## src/rtl/irq_agg_pkg.sv

```systemverilog
package irq_agg_pkg;
  localparam int ADDR_W = 4;
  localparam logic [ADDR_W-1:0] ADR_MASK = 4'h0;
  localparam logic [ADDR_W-1:0] ADR_EDGE = 4'h1;
  localparam logic [ADDR_W-1:0] ADR_FALL = 4'h2;
  localparam logic [ADDR_W-1:0] ADR_PMOD = 4'h3;
  localparam logic [ADDR_W-1:0] ADR_STAT = 4'hD;

  // Event on the chosen transition between the previous and current sample.
  function automatic logic edge_hit(input logic prev, input logic cur, input logic on_fall);
    return on_fall ? (prev & ~cur) : (~prev & cur);
  endfunction

  // Pad pair {data, oe} for an interrupt state and pin mode.
  function automatic logic [1:0] pad_pair(input logic active, input logic push_pull);
    return push_pull ? {active, 1'b1} : {1'b0, active};
  endfunction
endpackage

```

## src/rtl/irq_regs.sv

```systemverilog
module irq_regs
  import irq_agg_pkg::*;
#(
  parameter int N = 8
) (
  input  logic              clk,
  input  logic              rst_n,
  input  logic              wr_en,
  input  logic              rd_en,
  input  logic [ADDR_W-1:0] addr,
  input  logic [N-1:0]      wdata,
  input  logic [N-1:0]      status_q,
  output logic [N-1:0]      mask_q,
  output logic [N-1:0]      edge_q,
  output logic [N-1:0]      fall_q,
  output logic              pol_q,
  output logic [N-1:0]      rdata,
  output logic              rd_clr
);
  logic [N-1:0] rd_mux;

  assign rd_clr = rd_en && (addr == ADR_STAT);

  always_comb begin
    case (addr)
      ADR_MASK: rd_mux = mask_q;
      ADR_EDGE: rd_mux = edge_q;
      ADR_FALL: rd_mux = fall_q;
      ADR_PMOD: rd_mux = {{(N-1){1'b0}}, pol_q};
      ADR_STAT: rd_mux = status_q;
      default:  rd_mux = '0;
    endcase
  end

  always_ff @(posedge clk or negedge rst_n) begin
    if (!rst_n) begin
      mask_q <= '1;
      edge_q <= '0;
      fall_q <= '0;
      pol_q  <= 1'b0;
      rdata  <= '0;
    end else begin
      if (wr_en) begin
        if (addr == ADR_MASK) mask_q <= wdata;
        if (addr == ADR_EDGE) edge_q <= wdata;
        if (addr == ADR_FALL) fall_q <= wdata;
        if (addr == ADR_PMOD) pol_q  <= wdata[0];
      end
      if (rd_en) rdata <= rd_mux;
    end
  end
endmodule

```

## src/rtl/irq_detect.sv

```systemverilog
module irq_detect
  import irq_agg_pkg::*;
#(
  parameter int N = 8
) (
  input  logic         clk,
  input  logic         rst_n,
  input  logic [N-1:0] src_in,
  input  logic [N-1:0] edge_q,
  input  logic [N-1:0] fall_q,
  input  logic         rd_clr,
  output logic [N-1:0] status_q,
  output logic [N-1:0] evt
);
  logic [N-1:0] src_q;

  always_ff @(posedge clk or negedge rst_n) begin
    if (!rst_n) src_q <= '0;
    else        src_q <= src_in;
  end

  for (genvar i = 0; i < N; i++) begin : g_src
    assign evt[i] = edge_q[i] & edge_hit(src_q[i], src_in[i], fall_q[i]);

    always_ff @(posedge clk or negedge rst_n) begin
      if (!rst_n)
        status_q[i] <= 1'b0;
      else if (edge_q[i])
        status_q[i] <= (status_q[i] & ~rd_clr) | evt[i];
      else
        status_q[i] <= src_in[i];
    end
  end
endmodule

```

## src/rtl/irq_drive.sv

```systemverilog
module irq_drive
  import irq_agg_pkg::*;
#(
  parameter int N       = 8,
  parameter int OVF_IDX = 6,
  parameter int UNF_IDX = 7
) (
  input  logic [N-1:0] status_q,
  input  logic [N-1:0] mask_q,
  input  logic         pol_q,
  output logic         irq_any,
  output logic         int_data,
  output logic         int_oe,
  output logic         ovf_data,
  output logic         ovf_oe
);
  assign irq_any = |(status_q & ~mask_q);
  assign {int_data, int_oe} = pad_pair(irq_any, pol_q);
  assign ovf_data = 1'b0;
  assign ovf_oe   = status_q[OVF_IDX] | status_q[UNF_IDX];
endmodule

```

## src/rtl/irq_aggregator.sv

```systemverilog
module irq_aggregator
  import irq_agg_pkg::*;
#(
  parameter int N       = 8,
  parameter int OVF_IDX = 6,
  parameter int UNF_IDX = 7
) (
  input  logic              clk,
  input  logic              rst_n,
  input  logic              wr_en,
  input  logic              rd_en,
  input  logic [ADDR_W-1:0] addr,
  input  logic [N-1:0]      wdata,
  output logic [N-1:0]      rdata,
  input  logic [N-1:0]      src_in,
  output logic              int_data,
  output logic              int_oe,
  output logic              ovf_data,
  output logic              ovf_oe
);
  logic [N-1:0] mask_q, edge_q, fall_q, status_q, evt;
  logic         pol_q, rd_clr, irq_any;

  irq_regs #(.N(N)) u_regs (
    .clk(clk), .rst_n(rst_n), .wr_en(wr_en), .rd_en(rd_en), .addr(addr),
    .wdata(wdata), .status_q(status_q), .mask_q(mask_q), .edge_q(edge_q),
    .fall_q(fall_q), .pol_q(pol_q), .rdata(rdata), .rd_clr(rd_clr)
  );

  irq_detect #(.N(N)) u_detect (
    .clk(clk), .rst_n(rst_n), .src_in(src_in), .edge_q(edge_q),
    .fall_q(fall_q), .rd_clr(rd_clr), .status_q(status_q), .evt(evt)
  );

  irq_drive #(.N(N), .OVF_IDX(OVF_IDX), .UNF_IDX(UNF_IDX)) u_drive (
    .status_q(status_q), .mask_q(mask_q), .pol_q(pol_q), .irq_any(irq_any),
    .int_data(int_data), .int_oe(int_oe), .ovf_data(ovf_data), .ovf_oe(ovf_oe)
  );
endmodule

```

## config.mk

```make
export PLATFORM = sky130hd
export DESIGN_NAME = irq_aggregator
export DESIGN_NICKNAME = d
export VERILOG_FILES = /design/src/rtl/irq_agg_pkg.sv /design/src/rtl/irq_regs.sv /design/src/rtl/irq_detect.sv /design/src/rtl/irq_drive.sv /design/src/rtl/irq_aggregator.sv
export SDC_FILE = /design/constraint.sdc
export NUM_CORES = 1
export LEC_CHECK = 0
export BUFFER_PORTS_ARGS = -buffer_cell sky130_fd_sc_hd__buf_2
export CORE_ASPECT_RATIO = 1.25
export CORE_MARGIN = 2
export CORE_UTILIZATION = 50
export DETAILED_ROUTE_END_ITERATION = 10
export PLACE_DENSITY_LB_ADDON = 0.15
export RECOVER_POWER = 25
export SYNTH_ARGS = -nofsm -noshare
export SYNTH_HDL_FRONTEND = slang
export SYNTH_SLANG_ARGS = --single-unit
```

## constraint.sdc

```tcl
create_clock -name clk -period 1.3 [get_ports clk]
set_input_delay 0.26 -clock clk [delete_from_list [all_inputs] [get_ports clk]]
set_output_delay 0.26 -clock clk [all_outputs]
set_load 0.1 [all_outputs]
```

==> results.rst, run 1 <==
.. list-table::
   :header-rows: 1

   * - Metric
     - Value
   * - Result of the run
     - finished, violations left
   * - Failing checks
     - negative setup slack
   * - Count of different cell masters after synthesis
     - 41
   * - Endpoint, Worst Hold
     - u_detect.src_q[4]$_DFF_PN0_
   * - Syn. warnings
     - 0
   * - Layout cell share with drive strength beyond 1
     - 47.19%
   * - Register bit total from synthesis
     - 49
   * - Setup TNS
     - -1.109 ns
   * - Slack of the worst reg-to-reg path
     - 0.02 ns
   * - Basic-gate share of the synthesized area counting and, or, nand and nor cells
     - 10.55%
   * - Largest net degree at the start of global routing
     - 50
   * - Average via count per standard cell
     - 5.548
   * - # nets final
     - 290
   * - Wirelength, routed
     - 5559 um
   * - Filler cell count in the final layout
     - 321
   * - Finished Layout Cells
     - 325
   * - TritonCTS clock tree
     - done
   * - Count of unresolved DRC violations after routing
     - 0
   * - Cell count of the worst reg-to-reg path
     - 6
   * - Post-Synth Adder-Cell Area
     - 0%
   * - Overall die area
     - 5188 um^2
   * - Global-route usage over all layers
     - 23.92%
   * - Cell with the most instances after synthesis
     - sky130_fd_sc_hd__dfrtp_1
   * - Compound-gate portion of the synthesized area
     - 17.26%
   * - Maximum fanout along the worst path
     - 2
   * - Skew final
     - 0.01121 ns
   * - Maximum clock insertion buffer count
     - 2
   * - First-pass GRT wire length
     - 9404 um
   * - Later-pin clock latency in the skew report
     - 0.30 ns
   * - Layout overhead on the synthesized area
     - 37.45%
   * - Main combinational cell family by area after synthesis
     - compound AO/OA/AOI/OAI gates
   * - Utilization of the core after routing
     - 71.81%
   * - Syn Inst Count
     - 190
   * - Wire length per cell
     - 17.10 um
   * - Count of routing violations after the opening detailed-route iteration
     - 79
   * - Count of port buffers added during placement
     - 34
   * - Vert. Die Dim
     - 80.03 um
   * - Element type at the critical path start
     - flop
   * - Number of cells on the worst hold path
     - 1
   * - Number of synthesized flops with an enable pin
     - 0
   * - Via count of the first global-routing pass
     - 1965
   * - Sinks on Clock Net
     - 49
   * - Launch point of the worst path
     - u_regs.mask_q[2]$_DFFE_PN1P_
   * - Effective utilization at floorplan
     - 52.25%
   * - Multiplexer fraction of the synthesized cell area
     - 14.34%
   * - TritonCTS buffer count
     - 5
   * - Max-slew headroom
     - 56.54%
   * - Final global-route overflow total
     - 0
   * - Mean post-synth cell area
     - 12.17 um^2
   * - Number of pins with negative max-slew slack in the final report
     - 0
   * - Minimum period implied by the final worst setup slack
     - 1.840 ns
   * - Final critical-path setup slack
     - -0.5403 ns
   * - Final ANT Viol Nets
     - 0
   * - Top-area cell type share of the netlist area
     - 44.37%
   * - Maximum clock rate
     - 543.4 MHz
   * - Biggest area consumer among synthesized cells
     - sky130_fd_sc_hd__dfrtp_1
   * - DIE WIDTH
     - 64.83 um
   * - Worst Path Required
     - 1.04 ns
   * - Syn_nets
     - 214
   * - Setup repair after global routing missed its margin
     - yes
   * - Count of TritonRoute iterations in the first routing pass
     - 4
   * - HP Class
     - in2reg
   * - Worst setup EP type
     - primary output
   * - Portion of the post-synthesis area used by sequential elements
     - 53.46%
   * - Hold Vio Cnt, Final
     - 0
   * - Count of standard-cell rows
     - 27
   * - Origin of the worst min-delay path
     - src_in[4]
   * - Half-perimeter wire length after placement
     - 4167 um
   * - Actual slew at the worst max-slew pin
     - 0.6519 ns
   * - Arrival time at the worst endpoint
     - 1.58 ns
   * - Number of endpoints failing setup at the final stage
     - 3
   * - Post-Synth XOR/XNOR Area
     - 0%
   * - Gpl congestion
     - 0.8571
   * - IO Pins
     - 36
   * - Period Utilization, post-route
     - 141.6%
   * - Cell Count Post-Placement
     - 313
   * - Power per unit of standard cell area
     - 1462 nW/um^2
   * - Leakage Power
     - 1.413 nW
   * - Top cells by count, synth
     - sky130_fd_sc_hd__dfrtp_1, sky130_fd_sc_hd__mux2_2, sky130_fd_sc_hd__inv_1
   * - Vias post-DR
     - 1803
   * - Post-CTS clock slew at the launch and capture registers of the worst setup and hold paths
     - 0.09 ns
   * - Total inserted antenna cells
     - 0
   * - Largest voltage drop on the vdd net
     - 0.9448 mV
   * - R2R Path Start
     - u_detect.status_q[6]$_DFF_PN0_
   * - Tightest hold margin
     - 0.09685 ns
   * - Depth of the CTS H-tree
     - 2
   * - Area contributors post-synth
     - sky130_fd_sc_hd__dfrtp_1, sky130_fd_sc_hd__mux2_2, sky130_fd_sc_hd__dfstp_2
   * - Core outline area
     - 4425 um^2
   * - MaxCap Viol Count
     - 0
   * - Most instantiated flip-flop cell in the synthesis netlist
     - sky130_fd_sc_hd__dfrtp_1
   * - CTS Root Buffer Type
     - sky130_fd_sc_hd__clkbuf_8
   * - Antenna violations before repair
     - 0
   * - Type of the worst setup path
     - reg2out
   * - Synth Cell Area
     - 2312 um^2
   * - Share of flip-flops with an asynchronous set or reset after synthesis
     - 100.0%
   * - Worst flop-to-flop path endpoint
     - u_regs.rdata[6]$_DFFE_PN0P_
sequential cells by signal, summed over array words and instances, names as in the netlist:
name / flops
u_detect.src_q: 8
u_detect.status_q: 8
u_regs.edge_q: 8
u_regs.fall_q: 8
u_regs.mask_q: 8
u_regs.rdata: 8
u_regs.pol_q: 1
cell families (layout without fill, tap and decap cells):
| family | count (synthesis) | count (layout) |
|---|---|---|
| AO/OA/AOI/OAI | 53 | 53 |
| flip-flops | 49 | 49 |
| other | 1 | 1 |
| AND/OR/NAND/NOR | 37 | 37 |
| buffers and inverters | 20 | 97 |
| multiplexers | 30 | 30 |
per-layer routing:
| metal | vias up | track usage [%] | wire length [um] |
|---|---|---|---|
| li1 | 853 | - | - |
| met1 | 889 | 27.41 | 2119 |
| met2 | 51 | 44.74 | 3099 |
| met3 | 10 | 4.654 | 244 |
| met4 | 0 | 6.383 | 96 |
| met5 | - | 0 | 0 |
how the worst max path moves through the flow:
stage	end	slack (ns)	cells after the start
global route	int_oe	-0.63	5
floorplan	int_oe	-0.18	4
CTS	int_oe	-0.60	5
finish	int_oe	-0.54	5
global placement	int_oe	-0.29	5
detailed placement	int_oe	-0.33	5
where the power goes:
part | internal, mW | switching [mW] | leakage [nW]
Combinational | 0.795 | 0.724 | 0.768
Clock | 0.577 | 0.484 | 0.0554
Sequential | 1.83 | 0.233 | 0.590
Total | 3.21 | 1.44 | 1.41
cell usage in the layout, fill, tap and decap left out, types with 4 or more instances in the layout:
| master | n |
|---|---|
| sky130_fd_sc_hd__dfstp_2 | 8 |
| sky130_fd_sc_hd__clkbuf_1 | 9 |
| sky130_fd_sc_hd__nand2_1 | 9 |
| sky130_fd_sc_hd__a22o_1 | 8 |
| sky130_fd_sc_hd__clkbuf_8 | 5 |
| sky130_fd_sc_hd__o22ai_1 | 9 |
| sky130_fd_sc_hd__o22a_1 | 4 |
| sky130_fd_sc_hd__inv_1 | 11 |
| sky130_fd_sc_hd__buf_2 | 15 |
| sky130_fd_sc_hd__nand3b_1 | 4 |
| sky130_fd_sc_hd__a22oi_1 | 6 |
| sky130_fd_sc_hd__o21ai_0 | 8 |
| sky130_fd_sc_hd__dfrtp_1 | 41 |
| sky130_fd_sc_hd__buf_4 | 38 |
| sky130_fd_sc_hd__mux2i_1 | 5 |
| sky130_fd_sc_hd__mux2_2 | 25 |
| sky130_fd_sc_hd__nand2b_4 | 4 |
| sky130_fd_sc_hd__buf_12 | 11 |
| sky130_fd_sc_hd__o2bb2ai_1 | 8 |
timing repair:
action | 4_1_cts | 5_1_grt
buffers inserted | 1 | 2
pin swaps | 2 | 1
endpoints found under the hold margin | 41 | 0
endpoints found under the setup margin | 3 | 3
hold buffers | 1 | 0
gates cloned | 0 | 0
resized for setup | 15 | 0
per-stage QoR:
step / area [um^2] / worst slack, ns / total power [mW]
after floorplan: 2377 / -0.1766 / 2.902
after global placement: 3004 / -0.2897 / 3.431
after detailed placement: 3004 / -0.3260 / 3.492
after CTS: 3186 / -0.5968 / 4.671
after global routing: 3178 / -0.6261 / 4.898
final: 3178 / -0.5403 / 4.646
worst max-delay path, stage by stage, from the launching register on:
cell                        delay, ns
sky130_fd_sc_hd__dfstp_2         0.54
sky130_fd_sc_hd__nand2b_4        0.12
sky130_fd_sc_hd__o2111ai_4       0.14
sky130_fd_sc_hd__nor3_4          0.24
sky130_fd_sc_hd__nand2b_4        0.08
sky130_fd_sc_hd__buf_12          0.17
layout make-up:
type / instances / area [um^2] / area share (%)
sequential: 49 / 1236 / 38.90
tap: 58 / 72.57 / 2.283
inverter: 13 / 48.80 / 1.535
clock inverter: 2 / 38.79 / 1.220
clock buffer: 6 / 72.57 / 2.283
timing repair buffer: 76 / 650.6 / 20.47
multi-input combinational: 121 / 1059 / 33.31
Power figures use the tool's default switching activity.
==> run 2, diff against run 1 <==
Settings changed: CTS_CLUSTER_DIAMETER set to 80, TNS_END_PERCENT set to 5.
==> results.rst, run 2 (synthesis results as in run 1) <==
.. list-table::
   :header-rows: 1

   * - Metric
     - Value
   * - Result of the run
     - finished, violations left
   * - Failing checks
     - negative setup slack
   * - Total Power
     - 4.620 mW (-0.56%)
   * - Wirelength, routed
     - 5508 um (-0.92%)
   * - NetSw
     - 1.433 mW (-0.52%)
   * - Tightest hold margin
     - 0.09951 ns (+0.002663 ns)
   * - Hold Vio Cnt, Final
     - 0 (unchanged)
   * - First-pass GRT wire length
     - 9390 um (-0.15%)
   * - Worst setup EP type
     - primary output
   * - Vias post-DR
     - 1788 (-0.83%)
   * - TritonCTS clock tree
     - done
   * - Via count of the first global-routing pass
     - 1963 (-0.10%)
   * - Number of pins with negative max-slew slack in the final report
     - 0 (unchanged)
   * - Count of routing violations after the opening detailed-route iteration
     - 71 (-10%)
   * - Placement Setup Slack
     - -0.3260 ns (unchanged)
   * - Worst Path Required
     - 1.04 ns (about the same)
   * - Actual slew at the worst max-slew pin
     - 0.6533 ns (+0.001377 ns)
   * - Final global-route overflow total
     - 0 (unchanged)
   * - Half-perimeter wire length after placement
     - 4167 um (unchanged)
   * - Fraction of power consumed by sequential logic
     - 44.7% (+0.2 points)
   * - Arrival time at the worst endpoint
     - 1.58 ns (about the same)
   * - Final critical-path setup slack
     - -0.5380 ns (+0.002291 ns)
   * - Overall die area
     - 5188 um^2 (unchanged)
   * - Count of unresolved DRC violations after routing
     - 0 (unchanged)
   * - Count of TritonRoute iterations in the first routing pass
     - 4 (unchanged)
   * - Layout overhead on the synthesized area
     - 36.80%
   * - Power per unit of standard cell area
     - 1461 nW/um^2 (about the same)
   * - Count of standard-cell rows
     - 27 (unchanged)
   * - Commonest non-fill, non-tap cell in the layout
     - sky130_fd_sc_hd__dfrtp_1
   * - R2R Path Start
     - u_regs.mask_q[0]$_DFFE_PN1P_
   * - Count of port buffers added during placement
     - 34 (unchanged)
   * - Slack of the worst reg-to-reg path
     - 0.11 ns (+0.09 ns)
   * - MaxCap Viol Count
     - 0 (unchanged)
   * - Skew final
     - 0.009716 ns (-0.001499 ns)
   * - Maximum clock insertion buffer count
     - 2 (unchanged)
   * - Core outline area
     - 4425 um^2 (unchanged)
   * - Vert. Die Dim
     - 80.03 um (unchanged)
   * - CP Capture Point
     - int_oe
   * - Effective utilization at floorplan
     - 52.25% (unchanged)
   * - Combinational fraction of design power
     - 32.4% (-0.3 points)
   * - Post-CTS clock slew at the launch and capture registers of the worst setup and hold paths
     - 0.09 ns (about the same)
   * - Largest net degree at the start of global routing
     - 50 (unchanged)
   * - Gpl congestion
     - 0.8571 (unchanged)
   * - Maximum fanout along the worst path
     - 2 (unchanged)
   * - Wire length per cell
     - 17.05 um (-0.30%)
   * - Average via count per standard cell
     - 5.536 (-0.22%)
   * - Max-slew headroom
     - 56.45% (-0.092 points)
   * - IO Pins
     - 36 (unchanged)
   * - Later-pin clock latency in the skew report
     - 0.30 ns (about the same)
   * - Leading cell types in the layout, fill and taps excluded
     - sky130_fd_sc_hd__dfrtp_1, sky130_fd_sc_hd__buf_4, sky130_fd_sc_hd__mux2_2
   * - Element type at the critical path start
     - flop
   * - HP Class
     - in2reg
   * - TritonCTS buffer count
     - 5 (unchanged)
   * - Total internal power
     - 3.187 mW (-0.58%)
   * - Period Utilization, post-route
     - 141.4% (-0.18 points)
   * - Depth of the CTS H-tree
     - 2 (unchanged)
   * - Total inserted antenna cells
     - 0 (unchanged)
   * - Switching power share of the total
     - 31.02% (about the same)
   * - Setup repair after global routing missed its margin
     - yes
   * - Final ANT Viol Nets
     - 0 (unchanged)
   * - Sinks on Clock Net
     - 49 (unchanged)
   * - CTS Root Buffer Type
     - sky130_fd_sc_hd__clkbuf_8
   * - Type of the worst setup path
     - reg2out
   * - Launch point of the worst path
     - u_regs.mask_q[2]$_DFFE_PN1P_
   * - Largest voltage drop on the vdd net
     - 0.9448 mV (about the same)
   * - Minimum period implied by the final worst setup slack
     - 1.838 ns (-0.002291 ns)
   * - Filler cell count in the final layout
     - 323 (+0.62%)
   * - Leakage Power
     - 1.404 nW (-0.68%)
   * - DIE WIDTH
     - 64.83 um (unchanged)
   * - # nets final
     - 288 (-0.69%)
   * - Number of endpoints failing setup at the final stage
     - 3 (unchanged)
   * - Antenna violations before repair
     - 0 (unchanged)
   * - Cell count of the worst reg-to-reg path
     - 4 (-2)
   * - Maximum clock rate
     - 544.1 MHz (+0.12%)
   * - Clk network pwr share
     - 23.0% (+0.2 points)
   * - Global-route usage over all layers
     - 23.89% (-0.030 points)
   * - Worst flop-to-flop path endpoint
     - u_regs.rdata[0]$_DFFE_PN0P_
   * - Layout cell share with drive strength beyond 1
     - 46.79% (-0.40 points)
## run 2: cell count changes in the layout (fill, tap and decap cells not counted)
| cell | delta |
|---|---|
| sky130_fd_sc_hd__buf_4 | -2 |
## run 2: per-stage QoR
step	util, %	cell area (um^2)	cells	TNS (ns)
6_report	71.47	3163	323	-1.113
3_5_place_dp	67.88	3004	313	-4.166
5_1_grt	71.47	3163	323	-1.327
3_3_place_gp	67.88	3004	313	-3.871
2_1_floorplan	-	2377	190	-0.3519
4_1_cts	71.73	3174	322	-1.231
## run 2: how the worst min path moves through the flow
stage,from,endpoint,cells past startpoint
after global placement,rst_n,u_detect.src_q[1]$_DFF_PN0_,2
after CTS,src_in[5],u_detect.src_q[5]$_DFF_PN0_,1
after floorplan,rst_n,u_detect.src_q[0]$_DFF_PN0_,0
final,src_in[4],u_detect.src_q[4]$_DFF_PN0_,1
after detailed placement,rst_n,u_regs.fall_q[1]$_DFFE_PN0P_,2
after global routing,src_in[5],u_detect.src_q[5]$_DFF_PN0_,1
## run 2: final cells by class
type | instances | area [um^2] | share of cell area (%)
sequential | 49 | 1236 | 39.08
multi-input combinational | 121 | 1059 | 33.47
timing repair buffer | 74 | 635.6 | 20.09
clock buffer | 6 | 72.57 | 2.294
tap | 58 | 72.57 | 2.294
inverter | 13 | 48.80 | 1.543
clock inverter | 2 | 38.79 | 1.226
## run 2: timing repair
| action | 4_1_cts | 5_1_grt |
|---|---|---|
| gates resized for setup | 14 | 1 |
| hold endpoints to repair | 41 | 0 |
| endpoints found under the setup margin | 3 | 3 |
| pin swaps | 2 | 1 |
| hold buffers | 1 | 0 |
| gates cloned | 0 | 0 |
| buffers inserted | 0 | 1 |
## run 2: worst max-delay path, stage by stage (launching register included)
cell and delay, ns:
sky130_fd_sc_hd__dfstp_2 0.54, sky130_fd_sc_hd__nand2b_4 0.12, sky130_fd_sc_hd__o2111ai_4 0.14, sky130_fd_sc_hd__nor3_4 0.24
sky130_fd_sc_hd__nand2b_4 0.08, sky130_fd_sc_hd__buf_12 0.17
## run 2: routing by layer
| metal | GRT usage, % | vias up | share of wire [%] | routed length (um) |
|---|---|---|---|---|
| met5 | 0 | - | 0 | 0 |
| met4 | 6.383 | 0 | 1.7 | 96 |
| met3 | 4.654 | 10 | 3.3 | 184 |
| met2 | 44.74 | 36 | 56 | 3072 |
| met1 | 27.32 | 894 | 39 | 2155 |
| li1 | - | 848 | - | - |
## run 2: power groups by stage
stage | Clock (mW) | Sequential [mW] | Combinational, mW
4_1_cts | 1.09 | 2.06 | 1.50
3_5_place_dp | 0 | 2.08 | 1.41
3_3_place_gp | 0 | 2.07 | 1.37
6_report | 1.06 | 2.06 | 1.49
5_1_grt | 1.16 | 2.11 | 1.60
2_1_floorplan | 0 | 2.11 | 0.796
==> run 3, diff against run 2 <==
Settings changed: ABC_AREA set to 1.
==> results.rst, run 3 <==
.. list-table::
   :header-rows: 1

   * - Metric
     - Value
   * - Result of the run
     - finished, violations left
   * - Failing checks
     - negative setup slack
   * - Tightest hold margin
     - 0.08353 ns (-0.01598 ns)
   * - Minimum period implied by the final worst setup slack
     - 1.654 ns (-0.1844 ns)
   * - Count of different cell masters after synthesis
     - 23 (-44%)
   * - Origin of the worst min-delay path
     - src_in[5]
   * - Element type at the critical path start
     - flop
   * - Maximum clock rate
     - 604.8 MHz (+11%)
   * - Number of cells on the worst hold path
     - 1 (unchanged)
   * - Count of port buffers added during placement
     - 34 (unchanged)
   * - Area contributors post-synth
     - sky130_fd_sc_hd__dfrtp_1, sky130_fd_sc_hd__nand2_1, sky130_fd_sc_hd__dfstp_2
   * - Total internal power
     - 2.748 mW (-14%)
   * - Cell count of the worst reg-to-reg path
     - 6 (+2)
   * - # nets final
     - 356 (+24%)
   * - Worst flop-to-flop path endpoint
     - u_regs.rdata[3]$_DFFE_PN0P_
   * - Share of flip-flops with an asynchronous set or reset after synthesis
     - 100.0% (unchanged)
   * - HP Class
     - in2reg
   * - Max-slew headroom
     - 55.22% (-1.2 points)
   * - Biggest area consumer among synthesized cells
     - sky130_fd_sc_hd__dfrtp_1
   * - Cell with the biggest individual delay on the critical path
     - sky130_fd_sc_hd__dfstp_2
   * - Count of unresolved DRC violations after routing
     - 0 (unchanged)
   * - First-pass GRT wire length
     - 8887 um (-5.4%)
   * - Half-perimeter wire length after placement
     - 3913 um (-6.1%)
   * - Wire length per cell
     - 14.15 um (-17%)
   * - Arrival time at the worst endpoint
     - 1.39 ns (-0.19 ns)
   * - Largest voltage drop on the vdd net
     - 0.8551 mV (-9.5%)
   * - Setup repair after global routing missed its margin
     - yes
   * - Mean post-synth cell area
     - 8.847 um^2 (-27%)
   * - Register bit total from synthesis
     - 49 (unchanged)
   * - Vert. Die Dim
     - 81.14 um (+1.4%)
   * - Switching power share of the total
     - 35.26% (+4.2 points)
   * - Synth Cell Area
     - 2380 um^2 (+2.9%)
   * - Maximum fanout along the worst path
     - 2 (unchanged)
   * - Sinks on Clock Net
     - 49 (unchanged)
   * - Filler cell count in the final layout
     - 365 (+13%)
   * - Worst setup EP type
     - primary output
   * - Slack of the worst reg-to-reg path
     - 0.17 ns (+0.06 ns)
   * - NetSw
     - 1.497 mW (+4.4%)
   * - Portion of the post-synthesis area used by sequential elements
     - 51.95% (-1.5 points)
   * - Leading cell types in the layout, fill and taps excluded
     - sky130_fd_sc_hd__nand2_1, sky130_fd_sc_hd__dfrtp_1, sky130_fd_sc_hd__o21ai_0, sky130_fd_sc_hd__buf_4, sky130_fd_sc_hd__nand3_1
   * - Global-route usage over all layers
     - 22.34% (-1.5 points)
   * - Leakage Power
     - 1.502 nW (+7.0%)
   * - Wirelength, routed
     - 5562 um (+0.98%)
   * - Cell with the most instances after synthesis
     - sky130_fd_sc_hd__nand2_1
   * - Cells traversed along the worst timing path
     - o22ai_4, nor2_4, nand3_4, buf_12
   * - Depth of the CTS H-tree
     - 2 (unchanged)
   * - Syn. warnings
     - 0 (unchanged)
   * - Effective utilization at floorplan
     - 51.07% (-1.2 points)
   * - Top-area cell type share of the netlist area
     - 43.11% (-1.3 points)
   * - Combinational fraction of design power
     - 32.0% (-0.4 points)
   * - Power per unit of standard cell area
     - 1356 nW/um^2 (-7.2%)
   * - Number of synthesized flops with an enable pin
     - 0 (unchanged)
   * - Count of TritonRoute iterations in the first routing pass
     - 4 (unchanged)
   * - Via count of the first global-routing pass
     - 1933 (-1.5%)
   * - Commonest non-fill, non-tap cell in the layout
     - sky130_fd_sc_hd__nand2_1
   * - Skew final
     - 0.006787 ns (-0.002929 ns)
   * - Type of the worst setup path
     - reg2out
   * - Endpoint, Worst Hold
     - u_detect.src_q[5]$_DFF_PN0_
   * - R2R Path Start
     - u_regs.mask_q[3]$_DFFE_PN1P_
   * - Largest net degree at the start of global routing
     - 50 (unchanged)
   * - Largest stage delay, worst path
     - 0.57 ns (+0.03 ns)
   * - Layout cell share with drive strength beyond 1
     - 33.03% (-14 points)
   * - Core outline area
     - 4659 um^2 (+5.3%)
   * - Maximum clock insertion buffer count
     - 2 (unchanged)
   * - Syn_nets
     - 293 (+37%)
   * - Layout overhead on the synthesized area
     - 31.55%
   * - CTS Root Buffer Type
     - sky130_fd_sc_hd__clkbuf_8
   * - Final ANT Viol Nets
     - 0 (unchanged)
   * - TritonCTS clock tree
     - done
   * - Post-CTS clock slew at the launch and capture registers of the worst setup and hold paths
     - 0.09 ns (about the same)
   * - Final global-route overflow total
     - 0 (unchanged)
   * - Top cells by count, synth
     - sky130_fd_sc_hd__nand2_1, sky130_fd_sc_hd__dfrtp_1, sky130_fd_sc_hd__nand3_1, sky130_fd_sc_hd__o21ai_0, sky130_fd_sc_hd__inv_1
   * - Count of standard-cell rows
     - 28 (+3.7%)
   * - Count of routing violations after the opening detailed-route iteration
     - 139 (+96%)
   * - Most instantiated flip-flop cell in the synthesis netlist
     - sky130_fd_sc_hd__dfrtp_1
   * - TritonCTS buffer count
     - 5 (unchanged)
   * - Total inserted antenna cells
     - 0 (unchanged)
   * - Overall die area
     - 5331 um^2 (+2.8%)
   * - Number of endpoints failing setup at the final stage
     - 3 (unchanged)
   * - Worst Path Required
     - 1.04 ns (about the same)
   * - Number of pins with negative max-slew slack in the final report
     - 0 (unchanged)
   * - Clk network pwr share
     - 20.5% (-2.5 points)
   * - Fraction of power consumed by sequential logic
     - 47.5% (+2.8 points)
   * - MaxCap Viol Count
     - 0 (unchanged)
   * - Vias post-DR
     - 2009 (+12%)
   * - Final critical-path setup slack
     - -0.3536 ns (+0.1844 ns)
   * - Later-pin clock latency in the skew report
     - 0.31 ns (about the same)
   * - Gpl congestion
     - 0.8040 (-6.2%)
   * - Utilization of the core after routing
     - 67.19% (-4.3 points)
   * - Syn Inst Count
     - 269 (+42%)
   * - Antenna violations before repair
     - 0 (unchanged)
   * - Hold Vio Cnt, Final
     - 0 (unchanged)
   * - Actual slew at the worst max-slew pin
     - 0.6717 ns (+0.01843 ns)
   * - Average via count per standard cell
     - 5.112 (-7.7%)
   * - IO Pins
     - 36 (unchanged)
   * - Period Utilization, post-route
     - 127.2% (-14 points)
   * - DIE WIDTH
     - 65.71 um (+1.4%)
-- run 3: cell count changes after synthesis, sizes merged, moves of 8 or more --
cell and delta:
nand2 +76, inv +9, nor2 +8, o21ai +32, a22o -8, o2bb2ai -8, nand4 +8, mux2 -25
nand3 +25
-- run 3: power by group through the flow --
stage / sequential (mW) / combinational [mW] / clock, mW
floorplan: 2.13 / 0.645 / 0
global placement: 2.02 / 1.22 / 0
detailed placement: 2.03 / 1.24 / 0
CTS: 2.01 / 1.33 / 0.898
global route: 2.05 / 1.47 / 0.945
finish: 2.02 / 1.36 / 0.870
-- run 3: kinds of logic (layout without fill, tap and decap cells) --
logic type | Yosys count | after routing | synth area share [%]
buffers and inverters | 31 | 95 | 6.414
AND/OR/NAND/NOR | 142 | 142 | 29.07
flip-flops | 49 | 49 | 51.95
other | 1 | 1 | 0.1576
AO/OA/AOI/OAI | 46 | 46 | 12.41
-- run 3: metrics by stage --
stage	instances	setup TNS, ns	cell area (um^2)	setup slack [ns]	total power, mW
5_1_grt	393	-0.8476	3131	-0.3980	4.464
4_1_cts	390	-0.7420	3123	-0.3614	4.239
2_1_floorplan	269	-0.2287	2434	-0.1358	2.773
3_5_place_dp	381	-0.7705	2968	-0.2034	3.265
6_report	393	-0.7328	3131	-0.3536	4.245
3_3_place_gp	381	-0.6470	2968	-0.1921	3.234
-- run 3: repair_timing --
item	in CTS	in global routing
endpoints found under the setup margin	3	3
hold endpoints to repair	41	0
hold buffers	1	0
pin swaps	5	6
setup buffers	0	3
gates resized for setup	18	2
-- run 3: final cells by class --
| type | count | area [um^2] | share of cell area, % |
|---|---|---|---|
| clock buffers | 6 | 72.57 | 2.318 |
| clock inverters | 2 | 10.01 | 0.3197 |
| inverters | 23 | 86.33 | 2.758 |
| multi-input cells | 189 | 1077 | 34.41 |
| flip-flops and latches | 49 | 1236 | 39.49 |
| well taps | 60 | 75.07 | 2.398 |
| repair buffers | 64 | 573.1 | 18.31 |
-- run 3: worst max path at each step --
stage	start	endpoint	slack, ns	depth (start not counted)
2_1_floorplan	u_regs.mask_q[3]$_DFFE_PN1P_	int_data	-0.14	3
3_3_place_gp	u_regs.mask_q[4]$_DFFE_PN1P_	int_oe	-0.19	4
3_5_place_dp	u_detect.status_q[1]$_DFF_PN0_	int_data	-0.20	5
4_1_cts	u_regs.mask_q[1]$_DFFE_PN1P_	int_oe	-0.36	4
5_1_grt	u_regs.mask_q[3]$_DFFE_PN1P_	int_oe	-0.40	4
6_report	u_regs.mask_q[2]$_DFFE_PN1P_	int_oe	-0.35	4
-- run 3: critical path, delay by kind of cell, from the launching register on --
family | cells | cell delay, ns
flops | 1 | 0.57
buf+inv | 1 | 0.17
simple gates | 2 | 0.26
compound gates | 1 | 0.08
-- run 3: routing by layer --
layer  share of wire [%]  global-route usage, %  routed length, um  up-vias
li1                    -                      -                  -     1015
met1                  43                  28.33               2387      946
met2                  51                  37.88               2856       42
met3                 4.4                  4.017                243        6
met4                 1.3                  8.542                 74        0
met5                   0                      0                  0        -
